$ cat src/rtl/hpt_pkg.sv
package hpt_pkg;

   // Walk controller states
   typedef enum logic [1:0] {
      ST_IDLE = 2'd0,
      ST_REQ  = 2'd1,
      ST_WAIT = 2'd2
   } walk_state_e;

   // Fixed layout of the entry compare word
   localparam int unsigned CMP_VALID_POS = 31;
   localparam int unsigned CMP_HID_POS   = 6;

endpackage

$ cat src/rtl/hpt_seg_sel.sv
module hpt_seg_sel #(
   parameter int unsigned NUM_SEG = 16,
   parameter int unsigned SEG_W   = 32,
   parameter int unsigned SID_W   = 24,
   localparam int unsigned SEL_W  = $clog2(NUM_SEG)
) (
   input  logic [NUM_SEG*SEG_W-1:0] seg_regs_i,
   input  logic [SEL_W-1:0]         sel_i,
   output logic [SID_W-1:0]         sid_o
);

   logic [SID_W-1:0] term [NUM_SEG];

   // One AND term per segment register, OR-reduced below
   for (genvar k = 0; k < NUM_SEG; k++) begin : g_term
      assign term[k] = (sel_i == SEL_W'(k)) ? seg_regs_i[k*SEG_W +: SID_W] : '0;
   end

   always_comb begin
      sid_o = '0;
      for (int k = 0; k < NUM_SEG; k++) begin
         sid_o = sid_o | term[k];
      end
   end

endmodule

$ cat src/rtl/hpt_group_addr.sv
module hpt_group_addr #(
   parameter int unsigned ADDR_W = 32,
   parameter int unsigned HASH_W = 19,
   parameter int unsigned MASK_W = 9,
   parameter int unsigned ORG_LO = 16,
   parameter int unsigned OFF_W  = 6,
   localparam int unsigned HLO_W = ORG_LO - OFF_W,
   localparam int unsigned HHI_W = HASH_W - HLO_W,
   localparam int unsigned MID_HI = ORG_LO + MASK_W
) (
   input  logic [HASH_W-1:0] hash_i,
   input  logic [ADDR_W-1:0] base_i,
   output logic [ADDR_W-1:0] grp_o
);

   logic [MASK_W-1:0] mid;

   // Upper hash bits are gated by the mask and merged into the origin
   assign mid = base_i[MID_HI-1:ORG_LO] |
                (MASK_W'(hash_i[HASH_W-1:HLO_W]) & base_i[MASK_W-1:0]);

   assign grp_o = {base_i[ADDR_W-1:MID_HI], mid, hash_i[HLO_W-1:0], {OFF_W{1'b0}}};

   if (HHI_W != MASK_W) begin : g_bad_split
      $error("hpt_group_addr: upper hash width must equal mask width");
   end

endmodule

$ cat src/rtl/hpt_cmp_word.sv
module hpt_cmp_word #(
   parameter int unsigned SID_W = 24,
   parameter int unsigned API_W = 6,
   localparam int unsigned W    = SID_W + API_W + 2
) (
   input  logic [SID_W-1:0] sid_i,
   input  logic [API_W-1:0] api_i,
   input  logic             hid_i,
   output logic [W-1:0]     cmp_o
);

   assign cmp_o = {1'b1, sid_i, hid_i, api_i};

endmodule

$ cat src/rtl/hpt_scan_fsm.sv
module hpt_scan_fsm
   import hpt_pkg::*;
#(
   parameter int unsigned ADDR_W        = 32,
   parameter int unsigned GROUP_ENTRIES = 8,
   parameter int unsigned ENTRY_BYTES   = 8,
   localparam int unsigned DATA_W       = ENTRY_BYTES * 8,
   localparam int unsigned WORD_W       = DATA_W / 2,
   localparam int unsigned IDX_W        = $clog2(GROUP_ENTRIES),
   localparam int unsigned ENT_SH       = $clog2(ENTRY_BYTES)
) (
   input  logic              clk,
   input  logic              rst_n,
   input  logic              start_i,
   input  logic [ADDR_W-1:0] grp_pri_i,
   input  logic [ADDR_W-1:0] grp_sec_i,
   input  logic [WORD_W-1:0] cmp_cur_i,
   output logic              second_o,
   output logic              mem_req_valid_o,
   output logic [ADDR_W-1:0] mem_req_addr_o,
   input  logic              mem_req_ready_i,
   input  logic              mem_rsp_valid_i,
   input  logic [DATA_W-1:0] mem_rsp_data_i,
   output logic              busy_o,
   output logic              done_o,
   output logic              match_o,
   output logic [WORD_W-1:0] pte_lo_o
);

   localparam logic [IDX_W-1:0] LAST = IDX_W'(GROUP_ENTRIES - 1);

   walk_state_e       state;
   logic [IDX_W-1:0]  idx;
   logic              second;
   logic              hit;
   logic [ADDR_W-1:0] grp_cur;

   assign grp_cur  = second ? grp_sec_i : grp_pri_i;
   assign hit      = (mem_rsp_data_i[DATA_W-1:WORD_W] == cmp_cur_i);

   assign mem_req_valid_o = (state == ST_REQ);
   assign mem_req_addr_o  = grp_cur |
                            {{(ADDR_W-IDX_W-ENT_SH){1'b0}}, idx, {ENT_SH{1'b0}}};
   assign busy_o   = (state != ST_IDLE);
   assign second_o = second;

   always_ff @(posedge clk or negedge rst_n) begin
      if (!rst_n) begin
         state    <= ST_IDLE;
         idx      <= '0;
         second   <= 1'b0;
         done_o   <= 1'b0;
         match_o  <= 1'b0;
         pte_lo_o <= '0;
      end else begin
         done_o <= 1'b0;
         case (state)
            ST_IDLE: begin
               if (start_i) begin
                  state    <= ST_REQ;
                  idx      <= '0;
                  second   <= 1'b0;
                  match_o  <= 1'b0;
                  pte_lo_o <= '0;
               end
            end
            ST_REQ: begin
               if (mem_req_ready_i) begin
                  state <= ST_WAIT;
               end
            end
            ST_WAIT: begin
               if (mem_rsp_valid_i) begin
                  if (hit) begin
                     match_o  <= 1'b1;
                     pte_lo_o <= mem_rsp_data_i[WORD_W-1:0];
                     done_o   <= 1'b1;
                     state    <= ST_IDLE;
                  end else if (idx == LAST) begin
                     if (!second) begin
                        second <= 1'b1;
                        idx    <= '0;
                        state  <= ST_REQ;
                     end else begin
                        done_o <= 1'b1;
                        state  <= ST_IDLE;
                     end
                  end else begin
                     idx   <= idx + 1'b1;
                     state <= ST_REQ;
                  end
               end
            end
            default: state <= ST_IDLE;
         endcase
      end
   end

endmodule

$ cat src/rtl/hpt_walker.sv
module hpt_walker
   import hpt_pkg::*;
#(
   parameter int unsigned ADDR_W        = 32,
   parameter int unsigned NUM_SEG       = 16,
   parameter int unsigned SID_W         = 24,
   parameter int unsigned HASH_W        = 19,
   parameter int unsigned API_W         = 6,
   parameter int unsigned MASK_W        = 9,
   parameter int unsigned ORG_LO        = 16,
   parameter int unsigned PG_OFF_W      = 12,
   parameter int unsigned GROUP_ENTRIES = 8,
   parameter int unsigned ENTRY_BYTES   = 8,
   localparam int unsigned SEL_W        = $clog2(NUM_SEG),
   localparam int unsigned OFF_W        = $clog2(GROUP_ENTRIES * ENTRY_BYTES),
   localparam int unsigned PIDX_W       = ADDR_W - SEL_W - PG_OFF_W,
   localparam int unsigned DATA_W       = ENTRY_BYTES * 8,
   localparam int unsigned WORD_W       = DATA_W / 2
) (
   input  logic                    clk,
   input  logic                    rst_n,
   input  logic                    start_i,
   input  logic [ADDR_W-1:0]       vaddr_i,
   input  logic                    fetch_i,
   input  logic [NUM_SEG*32-1:0]   seg_regs_i,
   input  logic [ADDR_W-1:0]       table_base_i,
   output logic                    mem_req_valid_o,
   output logic [ADDR_W-1:0]       mem_req_addr_o,
   input  logic                    mem_req_ready_i,
   input  logic                    mem_rsp_valid_i,
   input  logic [DATA_W-1:0]       mem_rsp_data_i,
   output logic                    busy_o,
   output logic                    done_o,
   output logic                    match_o,
   output logic [WORD_W-1:0]       pte_lo_o,
   output logic [ADDR_W-1:0]       grp_pri_o,
   output logic [ADDR_W-1:0]       grp_sec_o,
   output logic [WORD_W-1:0]       cmp_fetch_o,
   output logic [WORD_W-1:0]       cmp_data_o
);

   // ---------------- elaboration-time parameter checks ----------------
   if (WORD_W != ADDR_W) begin : g_bad_word
      $error("hpt_walker: entry word width must equal address width");
   end
   if (SID_W + API_W + 2 != WORD_W) begin : g_bad_cmp
      $error("hpt_walker: compare word fields do not fill one entry word");
   end
   if (PIDX_W > HASH_W || HASH_W > SID_W) begin : g_bad_hash
      $error("hpt_walker: hash width must cover page index and fit the segment id");
   end
   if (API_W > PIDX_W) begin : g_bad_api
      $error("hpt_walker: page index field wider than page number");
   end
   if (ORG_LO <= OFF_W || ORG_LO + MASK_W >= ADDR_W) begin : g_bad_org
      $error("hpt_walker: table origin split does not fit the address");
   end
   if (CMP_HID_POS != API_W || CMP_VALID_POS != WORD_W - 1) begin : g_bad_layout
      $error("hpt_walker: compare word layout mismatch");
   end

   // ---------------- live hash of the incoming address ----------------
   logic [SID_W-1:0]  sid_live;
   logic [PIDX_W-1:0] page_live;
   logic [API_W-1:0]  api_live;
   logic [HASH_W-1:0] hash_live [2];
   logic [ADDR_W-1:0] grp_live  [2];
   logic [WORD_W-1:0] cmp_live;

   assign page_live = vaddr_i[ADDR_W-SEL_W-1:PG_OFF_W];
   assign api_live  = vaddr_i[ADDR_W-SEL_W-1 -: API_W];

   hpt_seg_sel #(
      .NUM_SEG (NUM_SEG),
      .SEG_W   (32),
      .SID_W   (SID_W)
   ) u_seg_sel (
      .seg_regs_i (seg_regs_i),
      .sel_i      (vaddr_i[ADDR_W-1 -: SEL_W]),
      .sid_o      (sid_live)
   );

   // Probe 0 uses the plain hash, probe 1 its complement
   for (genvar p = 0; p < 2; p++) begin : g_probe
      if (p == 0) begin : g_plain
         assign hash_live[p] = sid_live[HASH_W-1:0] ^ HASH_W'(page_live);
      end else begin : g_inv
         assign hash_live[p] = sid_live[HASH_W-1:0] ^ HASH_W'(page_live) ^ {HASH_W{1'b1}};
      end
      hpt_group_addr #(
         .ADDR_W (ADDR_W),
         .HASH_W (HASH_W),
         .MASK_W (MASK_W),
         .ORG_LO (ORG_LO),
         .OFF_W  (OFF_W)
      ) u_grp (
         .hash_i (hash_live[p]),
         .base_i (table_base_i),
         .grp_o  (grp_live[p])
      );
   end

   hpt_cmp_word #(
      .SID_W (SID_W),
      .API_W (API_W)
   ) u_cmp_live (
      .sid_i (sid_live),
      .api_i (api_live),
      .hid_i (1'b0),
      .cmp_o (cmp_live)
   );

   // ---------------- per-walk latched context ----------------
   logic              start_ok;
   logic [SID_W-1:0]  sid_q;
   logic [API_W-1:0]  api_q;
   logic              second;
   logic [WORD_W-1:0] cmp_cur;

   assign start_ok = start_i && !busy_o;

   always_ff @(posedge clk or negedge rst_n) begin
      if (!rst_n) begin
         sid_q       <= '0;
         api_q       <= '0;
         grp_pri_o   <= '0;
         grp_sec_o   <= '0;
         cmp_fetch_o <= '0;
         cmp_data_o  <= '0;
      end else if (start_ok) begin
         sid_q     <= sid_live;
         api_q     <= api_live;
         grp_pri_o <= grp_live[0];
         grp_sec_o <= grp_live[1];
         if (fetch_i) begin
            cmp_fetch_o <= cmp_live;
         end else begin
            cmp_data_o  <= cmp_live;
         end
      end
   end

   hpt_cmp_word #(
      .SID_W (SID_W),
      .API_W (API_W)
   ) u_cmp_cur (
      .sid_i (sid_q),
      .api_i (api_q),
      .hid_i (second),
      .cmp_o (cmp_cur)
   );

   hpt_scan_fsm #(
      .ADDR_W        (ADDR_W),
      .GROUP_ENTRIES (GROUP_ENTRIES),
      .ENTRY_BYTES   (ENTRY_BYTES)
   ) u_fsm (
      .clk             (clk),
      .rst_n           (rst_n),
      .start_i         (start_ok),
      .grp_pri_i       (grp_pri_o),
      .grp_sec_i       (grp_sec_o),
      .cmp_cur_i       (cmp_cur),
      .second_o        (second),
      .mem_req_valid_o (mem_req_valid_o),
      .mem_req_addr_o  (mem_req_addr_o),
      .mem_req_ready_i (mem_req_ready_i),
      .mem_rsp_valid_i (mem_rsp_valid_i),
      .mem_rsp_data_i  (mem_rsp_data_i),
      .busy_o          (busy_o),
      .done_o          (done_o),
      .match_o         (match_o),
      .pte_lo_o        (pte_lo_o)
   );

endmodule

$ cat config.mk
export PLATFORM = sky130hd
export DESIGN_NAME = hpt_walker
export DESIGN_NICKNAME = d
export VERILOG_FILES = /design/src/rtl/hpt_pkg.sv /design/src/rtl/hpt_seg_sel.sv /design/src/rtl/hpt_group_addr.sv /design/src/rtl/hpt_cmp_word.sv /design/src/rtl/hpt_scan_fsm.sv /design/src/rtl/hpt_walker.sv
export SDC_FILE = /design/constraint.sdc
export NUM_CORES = 1
export LEC_CHECK = 0
export ABC_AREA = 1
export BUFFER_PORTS_ARGS = -buffer_cell sky130_fd_sc_hd__buf_2
export CORE_AREA = 2 2 332 334
export DETAILED_ROUTE_END_ITERATION = 8
export DIE_AREA = 0 0 334 336
export MAX_ROUTING_LAYER = met4
export PLACE_DENSITY = 0.32
export SLEW_MARGIN = 20
export SYNTH_ARGS = -nofsm -noshare
export SYNTH_HDL_FRONTEND = slang
export SYNTH_HIERARCHICAL = 1
export SYNTH_SLANG_ARGS = --single-unit
export TNS_END_PERCENT = 1
$ cat constraint.sdc
create_clock -name clk -period 2.9 [get_ports clk]
set_clock_uncertainty 0.2 [all_clocks]
set_input_delay 0.29 -clock clk [delete_from_list [all_inputs] [get_ports clk]]
set_output_delay 0.29 -clock clk [all_outputs]
set_load 0.02 [all_outputs]
==> results of run 1 <==
[area by class of cell]
class / count / area share [%]
Clock buffer: 22 / 2.359
Antenna cell: 20 / 0.2438
Inverter: 126 / 2.353
Sequential cell: 198 / 24.14
Multi-Input combinational cell: 1606 / 35.26
Clock inverter: 10 / 0.8655
Tap cell: 1414 / 8.619
Timing Repair Buffer: 870 / 26.16
[per-layer routing]
metal  vias to the layer above  global-route usage [%]  share of wire, %
met5                         -                       -                 0
met4                         0                   2.511               1.5
met3                        77                   4.475               7.2
met2                       545                   28.95                50
met1                      7548                   18.66                41
li1                       8076                       -                 -
[cell families (layout without fill, tap and decap cells)]
group | Yosys count | in the layout
buffers and inverters | 378 | 1028
AND/OR/NAND/NOR | 1541 | 1541
flip-flops | 198 | 198
XOR/XNOR | 39 | 39
adder cells (fa/ha/maj) | 2 | 2
AO/OA/AOI/OAI | 9 | 9
other | 5 | 35
[worst reg2reg max path, cell delays in order, from the launching register on]
cell	delay, ns
sky130_fd_sc_hd__dfrtp_1	0.40
sky130_fd_sc_hd__xnor2_1	0.24
sky130_fd_sc_hd__nand2_1	0.08
sky130_fd_sc_hd__nor2_1	0.45
sky130_fd_sc_hd__nand2_1	0.19
sky130_fd_sc_hd__nor2_2	0.13
sky130_fd_sc_hd__nand2_2	0.11
sky130_fd_sc_hd__clkinv_4	0.10
sky130_fd_sc_hd__nand3_4	0.05
sky130_fd_sc_hd__buf_4	0.31
sky130_fd_sc_hd__nand3_2	0.14
sky130_fd_sc_hd__nand2_1	0.07
[repair_timing]
action                                  in CTS  in global routing
buffers inserted                             0                  0
endpoints found under the setup margin       0                  3
hold endpoints to repair                   169                  0
hold buffers                                85                  0
resized for setup                            0                  4
[cells in the mapped netlist]
library cell	n	share of area, %
sky130_fd_sc_hd__buf_2	60	2.1
sky130_fd_sc_hd__clkbuf_1	57	1.5
sky130_fd_sc_hd__nand3_2	29	2.1
sky130_fd_sc_hd__nand2_1	942	25
sky130_fd_sc_hd__nor3_1	2	0.071
sky130_fd_sc_hd__nand4_1	96	4.3
sky130_fd_sc_hd__inv_2	4	0.11
sky130_fd_sc_hd__dfrtp_1	198	35
sky130_fd_sc_hd__clkinv_4	1	0.062
sky130_fd_sc_hd__xnor2_1	39	2.4
sky130_fd_sc_hd__a21oi_1	4	0.14
sky130_fd_sc_hd__nor2_2	5	0.22
sky130_fd_sc_hd__nor2_8	1	0.14
sky130_fd_sc_hd__inv_4	1	0.045
sky130_fd_sc_hd__buf_1	10	0.27
sky130_fd_sc_hd__o21ai_0	5	0.18
sky130_fd_sc_hd__buf_4	122	6.5
sky130_fd_sc_hd__nand3_1	345	12
sky130_fd_sc_hd__ha_1	2	0.18
sky130_fd_sc_hd__nand2_2	3	0.13
sky130_fd_sc_hd__conb_1	5	0.13
sky130_fd_sc_hd__nand3_4	1	0.12
sky130_fd_sc_hd__buf_6	3	0.24
sky130_fd_sc_hd__nor2_1	117	3.1
sky130_fd_sc_hd__inv_1	120	3.2
[worst paths after layout]
| check | endpoint | slack [ns] | cells past startpoint |
|---|---|---|---|
| worst max-delay path | grp_pri_o[18] | 0.16 | 18 |
| worst min-delay path | cmp_fetch_o[3] | 0.12 | 3 |
| worst max register to register | u_fsm/pte_lo_o[7] | 0.31 | 11 |
| worst min register to register | cmp_fetch_o[9] | 0.27 | 2 |
| max in group asynchronous | cmp_data_o[12] | 1.52 | 3 |
| min in group asynchronous | u_fsm/done_o | 0.17 | 2 |
[power breakdown]
part / leakage [nW] / switching (mW) / internal (mW)
registers: 2.53 / 0.821 / 3.81
logic: 8.71 / 5.24 / 2.41
clock network: 0.326 / 1.32 / 1.56
[through the flow]
step,instance area (um2),hold slack [ns],std cells
2_1_floorplan,14090,-0.2056,2182
3_3_place_gp,18940,0.1402,4129
3_5_place_dp,18940,0.1388,4129
4_1_cts,20460,0.06604,4246
5_1_grt,20510,0.1099,4260
6_report,20530,0.1167,4266
[state kept, by name, summed over array words and instances (netlist names)]
name / flops
api_q: 6
cmp_data_o: 32
cmp_fetch_o: 32
grp_pri_o: 32
grp_sec_o: 32
sid_q: 24
u_fsm/done_o: 1
u_fsm/idx: 3
u_fsm/match_o: 1
u_fsm/pte_lo_o: 32
u_fsm/second_o: 1
u_fsm/state: 2
==> impl_metrics.py, run 1 <==
metrics = {
    "outcome": {
        "run_status": "completed",
    },
    "drt": {
        "antenna_left": 0,
        "routed_wirelength_normalized_by_instance_count_um": 21.29,
        "drt_drc_violations_left": 0,
        "drt-vias-per-instance": 3.808,
        "drt_pass1_iterations": 9,
        "detailedRoute.firstIterationViolations": 915,
        "detailroute.via_count": 16250,
        "wirelength_mm": 90.82,
    },
    "critical_path": {
        "r2r_start": "sid_q[6]",
        "critical_path.max_fanout": 24,
        "worst_path_most_repeated_cell": "sky130_fd_sc_hd__nand2_1",
        "crit_family": "buffers and inverters",
        "cp-end-kind": "flip-flop",
        "crit_path_start": "vaddr_i[29]",
        "worstPathCellList": "buf_2, buf_4, nor2_4, buf_4, nand3_1, nand2_1, nor2_1, nand2_1, inv_1, nand2_1, xnor2_1, buf_4, inv_1, nand2_1, nand2_1, dlygate4sd3_1, nand2_1, nand2_1",
        "cpMaxStageDelayCell": "sky130_fd_sc_hd__dlygate4sd3_1",
        "cp-start-kind": "input port",
        "crit_type": "in2reg",
        "worst-endpoint-arrival_ns": 2.93,
        "crit_required_ns": 3.09,
        "worst-path-buf-inv": 7,
        "peak_per_stage_delay_on_the_critical_path_ns": 0.56,
    },
    "synth": {
        "synth-compound-area-share_pct": 0.3204,
        "synth_seq_area_share_pct": 35.25,
        "synth-adder-area-share_pct": 0.1780,
        "synth.lib_cells_used.distinct": 25,
        "post_synth_and_or_nand_nor_area_fraction_pct": 47.59,
        "yosysWarnings": 6,
        "muxShareOfSynthArea_pct": 0,
        "netlist_area_before_placement_mm2": 0.01406,
        "postSynthCellCount": 2172,
        "syn_area_per_cell_um2": 6.472,
        "dominant_combinational_cell_family_by_area_after_synthesis": "simple AND/OR/NAND/NOR gates",
        "count_of_state_elements_after_synthesis": 198,
        "synth_xor_xnor_area_share_pct": 2.430,
    },
    "clock_network": {
        "clock_sink_count": 198,
        "tritoncts": "done",
        "clk-insertion-delay-late_ns": 0.50,
        "h_tree_level_count": 4,
        "ctsLongestPathBuffers": 2,
        "clk_pin_slew_ns": 0.08,
        "cts-root-buf": "sky130_fd_sc_hd__clkbuf_16",
        "cts_made_buffers": 17,
    },
    "finish": {
        "layout_common_cells": "sky130_fd_sc_hd__nand2_1 (940), sky130_fd_sc_hd__buf_2 (692), sky130_fd_sc_hd__nand3_1 (343)",
        "final.fill_count": 12670,
        "mostFrequentLayoutCell": "sky130_fd_sc_hd__nand2_1",
        "final_util_pct": 18.94,
        "drive_gt1_share_pct": 30.93,
        "seqCellArea_mm2": 0.004955,
        "finish.net_count": 3467,
        "multi_input_gate_area_in_the_final_layout_mm2": 0.007238,
        "area_growth_pct": 46.03,
    },
    "grt": {
        "grt_pass1_wl_mm": 125.7,
        "gr-usage-all-layers_pct": 16.35,
        "antenna_found_initial": 42,
        "maximum_number_of_pins_on_one_net_before_global_route_repair": 98,
        "globalRouteOverflowTotal": 0,
        "first_global_vias": 16840,
    },
    "timing": {
        "timing_hold_violations_final": 0,
        "final.setup.worst_slack_ns": 0.1639,
        "unrepaired_setup_endpoints_after_global_routing": "true",
        "timing_max_transition_violations_final": 0,
        "worst_slew_pin_slew_ns": 0.6349,
        "fmaxAchievable_ghz": 0.3655,
        "layout_min_cycle_time_ns": 2.736,
        "period_share_pct": 94.35,
        "setup_viol": 0,
        "timing.max_slew.rel_slack_pct": 57.68,
        "fin_tns_setup_ns": 0,
    },
    "die": {
        "floorplan.rows": 121,
        "core-area_mm2": 0.1084,
        "design.portCount": 842,
        "floorplan_die_height_um": 336,
        "design.die.area_mm2": 0.1122,
        "chipWidth_um": 334,
        "initial_utilization_pct": 12.97,
    },
    "run": {
        "drv.max_cap_violation_count": 0,
    },
    "power": {
        "p_leak_nw": 11.56,
        "pwr_density_cell_mw_per_mm2": 738.8,
        "vdd_drop_max_uv": 302.9,
        "report.power.total_mw": 15.16,
    },
    "hold_path": {
        "worst_hold_startpoint": "fetch_i",
        "min-delay-path-class": "in2reg",
    },
    "placed_design": {
        "number_of_input_and_output_port_buffers_inserted": 694,
        "place_ws_ns": 0.002095,
        "dp_hpwl_mm": 74.15,
        "weighted_congestion_reported_at_the_end_of_routability_driven_placement": 0.8809,
    },
}
No activity file was read; power rests on OpenSTA's default activity.
==> inputs of run 2 (changes only) <==
CORE_AREA = 2 2 330 332   (was 2 2 332 334)
DIE_AREA = 0 0 332 334   (was 0 0 334 336)
PLACE_DENSITY = 0.3   (was 0.32)
SYNTH_HIERARCHICAL = unset   (was 1)
==> impl_metrics.py, run 2 <==
metrics = {
    "critical_path": {
        "cpMaxStageDelayCell": "sky130_fd_sc_hd__dlygate4sd3_1",
        "peak_per_stage_delay_on_the_critical_path_ns": 0.55,
        "crit_required_ns": 3.15,
        "crit_type": "in2reg",
        "cp-start-kind": "input port",
        "worst-path-buf-inv": 4,
        "crit_family": "buffers and inverters",
        "critical_path.max_fanout": 10,
        "worstPathCellList": "buf_2, nand2_4, nor2_4, buf_4, nand2_1, nand4_1, nor3_1, dlygate4sd3_1, a31oi_1, dlygate4sd3_1",
        "worst_path_most_repeated_cell": "sky130_fd_sc_hd__dlygate4sd3_1",
        "worst-endpoint-arrival_ns": 3.01,
        "cp-end-kind": "flip-flop",
    },
    "synth": {
        "ys_dominant_reg_cell": "sky130_fd_sc_hd__dfrtp_1",
        "synthArstFlopShare_pct": 100.0,
        "synth_enable_flop_cells": 0,
        "synth_most_common_cell": "sky130_fd_sc_hd__nand2_1",
        "synth.lib_cells_used.distinct": 38,
        "netlist_area_before_placement_mm2": 0.01146,
        "synth_top_cells_by_area": "sky130_fd_sc_hd__dfrtp_1 (39%), sky130_fd_sc_hd__nand2_1 (30%), sky130_fd_sc_hd__o21ai_0 (5.7%)",
        "synth_seq_area_share_pct": 38.64,
        "synth_top_cell_area_share_pct": 38.64,
        "syn_area_per_cell_um2": 6.440,
        "yosysTopAreaCell": "sky130_fd_sc_hd__dfrtp_1",
        "postSynthCellCount": 1780,
        "yosysWarnings": 0,
        "count_of_state_elements_after_synthesis": 177,
        "synth_commonest_cells": "sky130_fd_sc_hd__nand2_1 (913), sky130_fd_sc_hd__dfrtp_1 (177), sky130_fd_sc_hd__nor2_1 (131), sky130_fd_sc_hd__o21ai_0 (131), sky130_fd_sc_hd__inv_1 (111)",
    },
    "finish": {
        "seqCellArea_mm2": 0.004431,
        "layoutNonFillerInstCount": 4003,
        "area_growth_pct": 59.73,
        "largest_reg_flops": 32,
        "registers.top_by_ff_count": "u_fsm.pte_lo_o",
        "layout_common_cells": "sky130_fd_sc_hd__nand2_1 (912), sky130_fd_sc_hd__buf_2 (676), sky130_fd_sc_hd__dfrtp_1 (176)",
        "mostFrequentLayoutCell": "sky130_fd_sc_hd__nand2_1",
        "multi_input_gate_area_in_the_final_layout_mm2": 0.006020,
        "biggestRegsByFlops": "u_fsm.pte_lo_o x32, cmp_data_o x31, cmp_fetch_o x31",
        "finish.net_count": 3196,
        "drive_gt1_share_pct": 32.88,
        "final.fill_count": 12650,
    },
    "grt": {
        "grt_pass1_wl_mm": 116.4,
        "globalRouteOverflowTotal": 0,
        "first_global_vias": 14340,
        "maximum_number_of_pins_on_one_net_before_global_route_repair": 77,
        "antenna_found_initial": 58,
        "gr-usage-all-layers_pct": 15.80,
    },
    "timing": {
        "worst_slew_pin_slew_ns": 1.200,
        "timing_hold_violations_final": 0,
        "fin_tns_setup_ns": 0,
        "layout_min_cycle_time_ns": 2.757,
        "period_share_pct": 95.06,
        "timing_max_transition_violations_final": 0,
        "fmaxAchievable_ghz": 0.3628,
        "hold_ws_ns": 0.05850,
        "unrepaired_setup_endpoints_after_global_routing": "true",
        "timing.max_slew.rel_slack_pct": 19.92,
        "setup_viol": 0,
    },
    "die": {
        "initial_utilization_pct": 10.63,
        "floorplan.rows": 121,
        "design.portCount": 842,
        "design.die.area_mm2": 0.1109,
        "core-area_mm2": 0.1078,
        "chipWidth_um": 332,
        "floorplan_die_height_um": 334,
    },
    "clock_network": {
        "h_tree_level_count": 4,
        "clock_sink_count": 177,
        "tritoncts": "done",
        "clk-insertion-delay-late_ns": 0.51,
        "cts-root-buf": "sky130_fd_sc_hd__clkbuf_16",
        "clk_pin_slew_ns": 0.09,
        "ctsLongestPathBuffers": 2,
        "cts_made_buffers": 17,
    },
    "hold_path": {
        "min-delay-path-class": "in2reg",
    },
    "drt": {
        "detailroute.via_count": 14120,
        "drt_pass1_iterations": 5,
        "detailedRoute.firstIterationViolations": 646,
        "wirelength_mm": 86.80,
        "routed_wirelength_normalized_by_instance_count_um": 21.68,
        "drt-vias-per-instance": 3.526,
        "antenna_left": 0,
        "drt_drc_violations_left": 0,
    },
    "placed_design": {
        "dp_hpwl_mm": 72.55,
        "place_inst": 3852,
        "number_of_input_and_output_port_buffers_inserted": 677,
        "weighted_congestion_reported_at_the_end_of_routability_driven_placement": 0.8174,
    },
    "power": {
        "swShare_pct": 47.87,
        "power.internal_mw": 7.164,
        "pwr_density_cell_mw_per_mm2": 750.6,
        "p_leak_nw": 9.800,
        "power.net_switching_mw": 6.580,
        "power.combinational.fraction_pct": 49.2,
        "part_of_the_total_power_dissipated_in_sequential_elements_pct": 31.5,
        "power.clock.fraction_pct": 19.3,
        "vdd_drop_max_uv": 430.8,
    },
    "run": {
        "drv.max_cap_violation_count": 0,
    },
    "outcome": {
        "run_status": "completed",
    },
}
-- run 2: cell count changes in the layout (fill, tap and decap cells not counted), sizes merged, moves of 5 or more --
| cell | previous run | this run |
|---|---|---|
| nor2 | 123 | 165 |
| xnor2 | 39 | 7 |
| nand3 | 375 | 72 |
| dfrtp | 198 | 177 |
| diode | 20 | 28 |
| inv | 130 | 124 |
| a31oi | 0 | 5 |
| nand2 | 945 | 923 |
| a211oi | 0 | 7 |
| o21ai | 5 | 141 |
| nand4 | 96 | 24 |
| a21oi | 4 | 16 |
| buf | 785 | 744 |
-- run 2: layer usage --
layer,up-vias,part of all wire (%),global-route usage (%)
li1,7069,-,-
met1,6453,45,19.22
met2,537,48,26.12
met3,57,5.7,4.349
met4,0,1.4,3.182
met5,-,0,-
-- run 2: repair_timing --
action                                  4_1_cts  5_1_grt
hold endpoints to repair                    265        0
hold buffers                                 89        0
endpoints found under the setup margin        0        6
gates resized for setup                       0        3
setup buffers                                 0        1
-- run 2: through the flow --
stage / cell area (um2) / utilization, % / power (mW) / worst slack [ns]
2_1_floorplan: 11520 / - / 7.954 / 1.003
3_3_place_gp: 16700 / 15.49 / 11.21 / 0.06225
3_5_place_dp: 16700 / 15.49 / 11.20 / 0.004457
4_1_cts: 18220 / 16.90 / 14.17 / 0.01462
5_1_grt: 18300 / 16.98 / 14.90 / -0.01849
6_report: 18310 / 16.99 / 13.74 / 0.1433
-- run 2: final timing paths --
path / from / to / slack (ns) / cells past startpoint
max reg2reg: u_fsm.state[1] / grp_sec_o[17] / 0.29 / 9
max in group asynchronous: rst_n / grp_sec_o[10] / 1.76 / 3
min in group asynchronous: rst_n / grp_pri_o[10] / 0.17 / 3
min reg2reg: cmp_data_o[31] / cmp_data_o[31] / 0.26 / 1
max: vaddr_i[29] / sid_q[21] / 0.14 / 10
min: vaddr_i[14] / grp_pri_o[8] / 0.06 / 4
-- run 2: kinds of logic (layout without fill, tap and decap cells) --
family | count (synthesis) | after routing | share of synthesized area (%)
fa+ha+maj | 2 | 2 | 0.2183
flops | 177 | 177 | 38.64
compound gates | 176 | 176 | 8.252
buf+inv | 222 | 986 | 9.670
simple gates | 1195 | 1196 | 42.65
other cells | 1 | 45 | 0.03271
xor+xnor | 7 | 7 | 0.5348
-- run 2: final cells by class --
| cell class | count | area share (%) |
|---|---|---|
| clock buffer | 19 | 2.474 |
| antenna | 28 | 0.3827 |
| tap | 1414 | 9.662 |
| multi-input combinational | 1398 | 32.88 |
| inverter | 121 | 2.515 |
| clock inverter | 13 | 0.9498 |
| sequential | 177 | 24.20 |
| timing repair buffer | 833 | 26.94 |
-- run 2: power by group through the flow --
stage | Clock (mW) | Sequential [mW] | Combinational [mW]
6_report | 2.65 | 4.33 | 6.76
3_5_place_dp | 0 | 4.42 | 6.78
2_1_floorplan | 0 | 5.19 | 2.76
3_3_place_gp | 0 | 4.42 | 6.79
5_1_grt | 2.88 | 4.51 | 7.52
4_1_cts | 2.81 | 4.38 | 6.99
-- run 2: worst min-delay path, delay by kind of cell --
| kind | cells | cell delay (ns) |
|---|---|---|
| AO/OA/AOI/OAI | 1 | 0.12 |
| buffers and inverters | 1 | 0.09 |
| AND/OR/NAND/NOR | 2 | 0.22 |
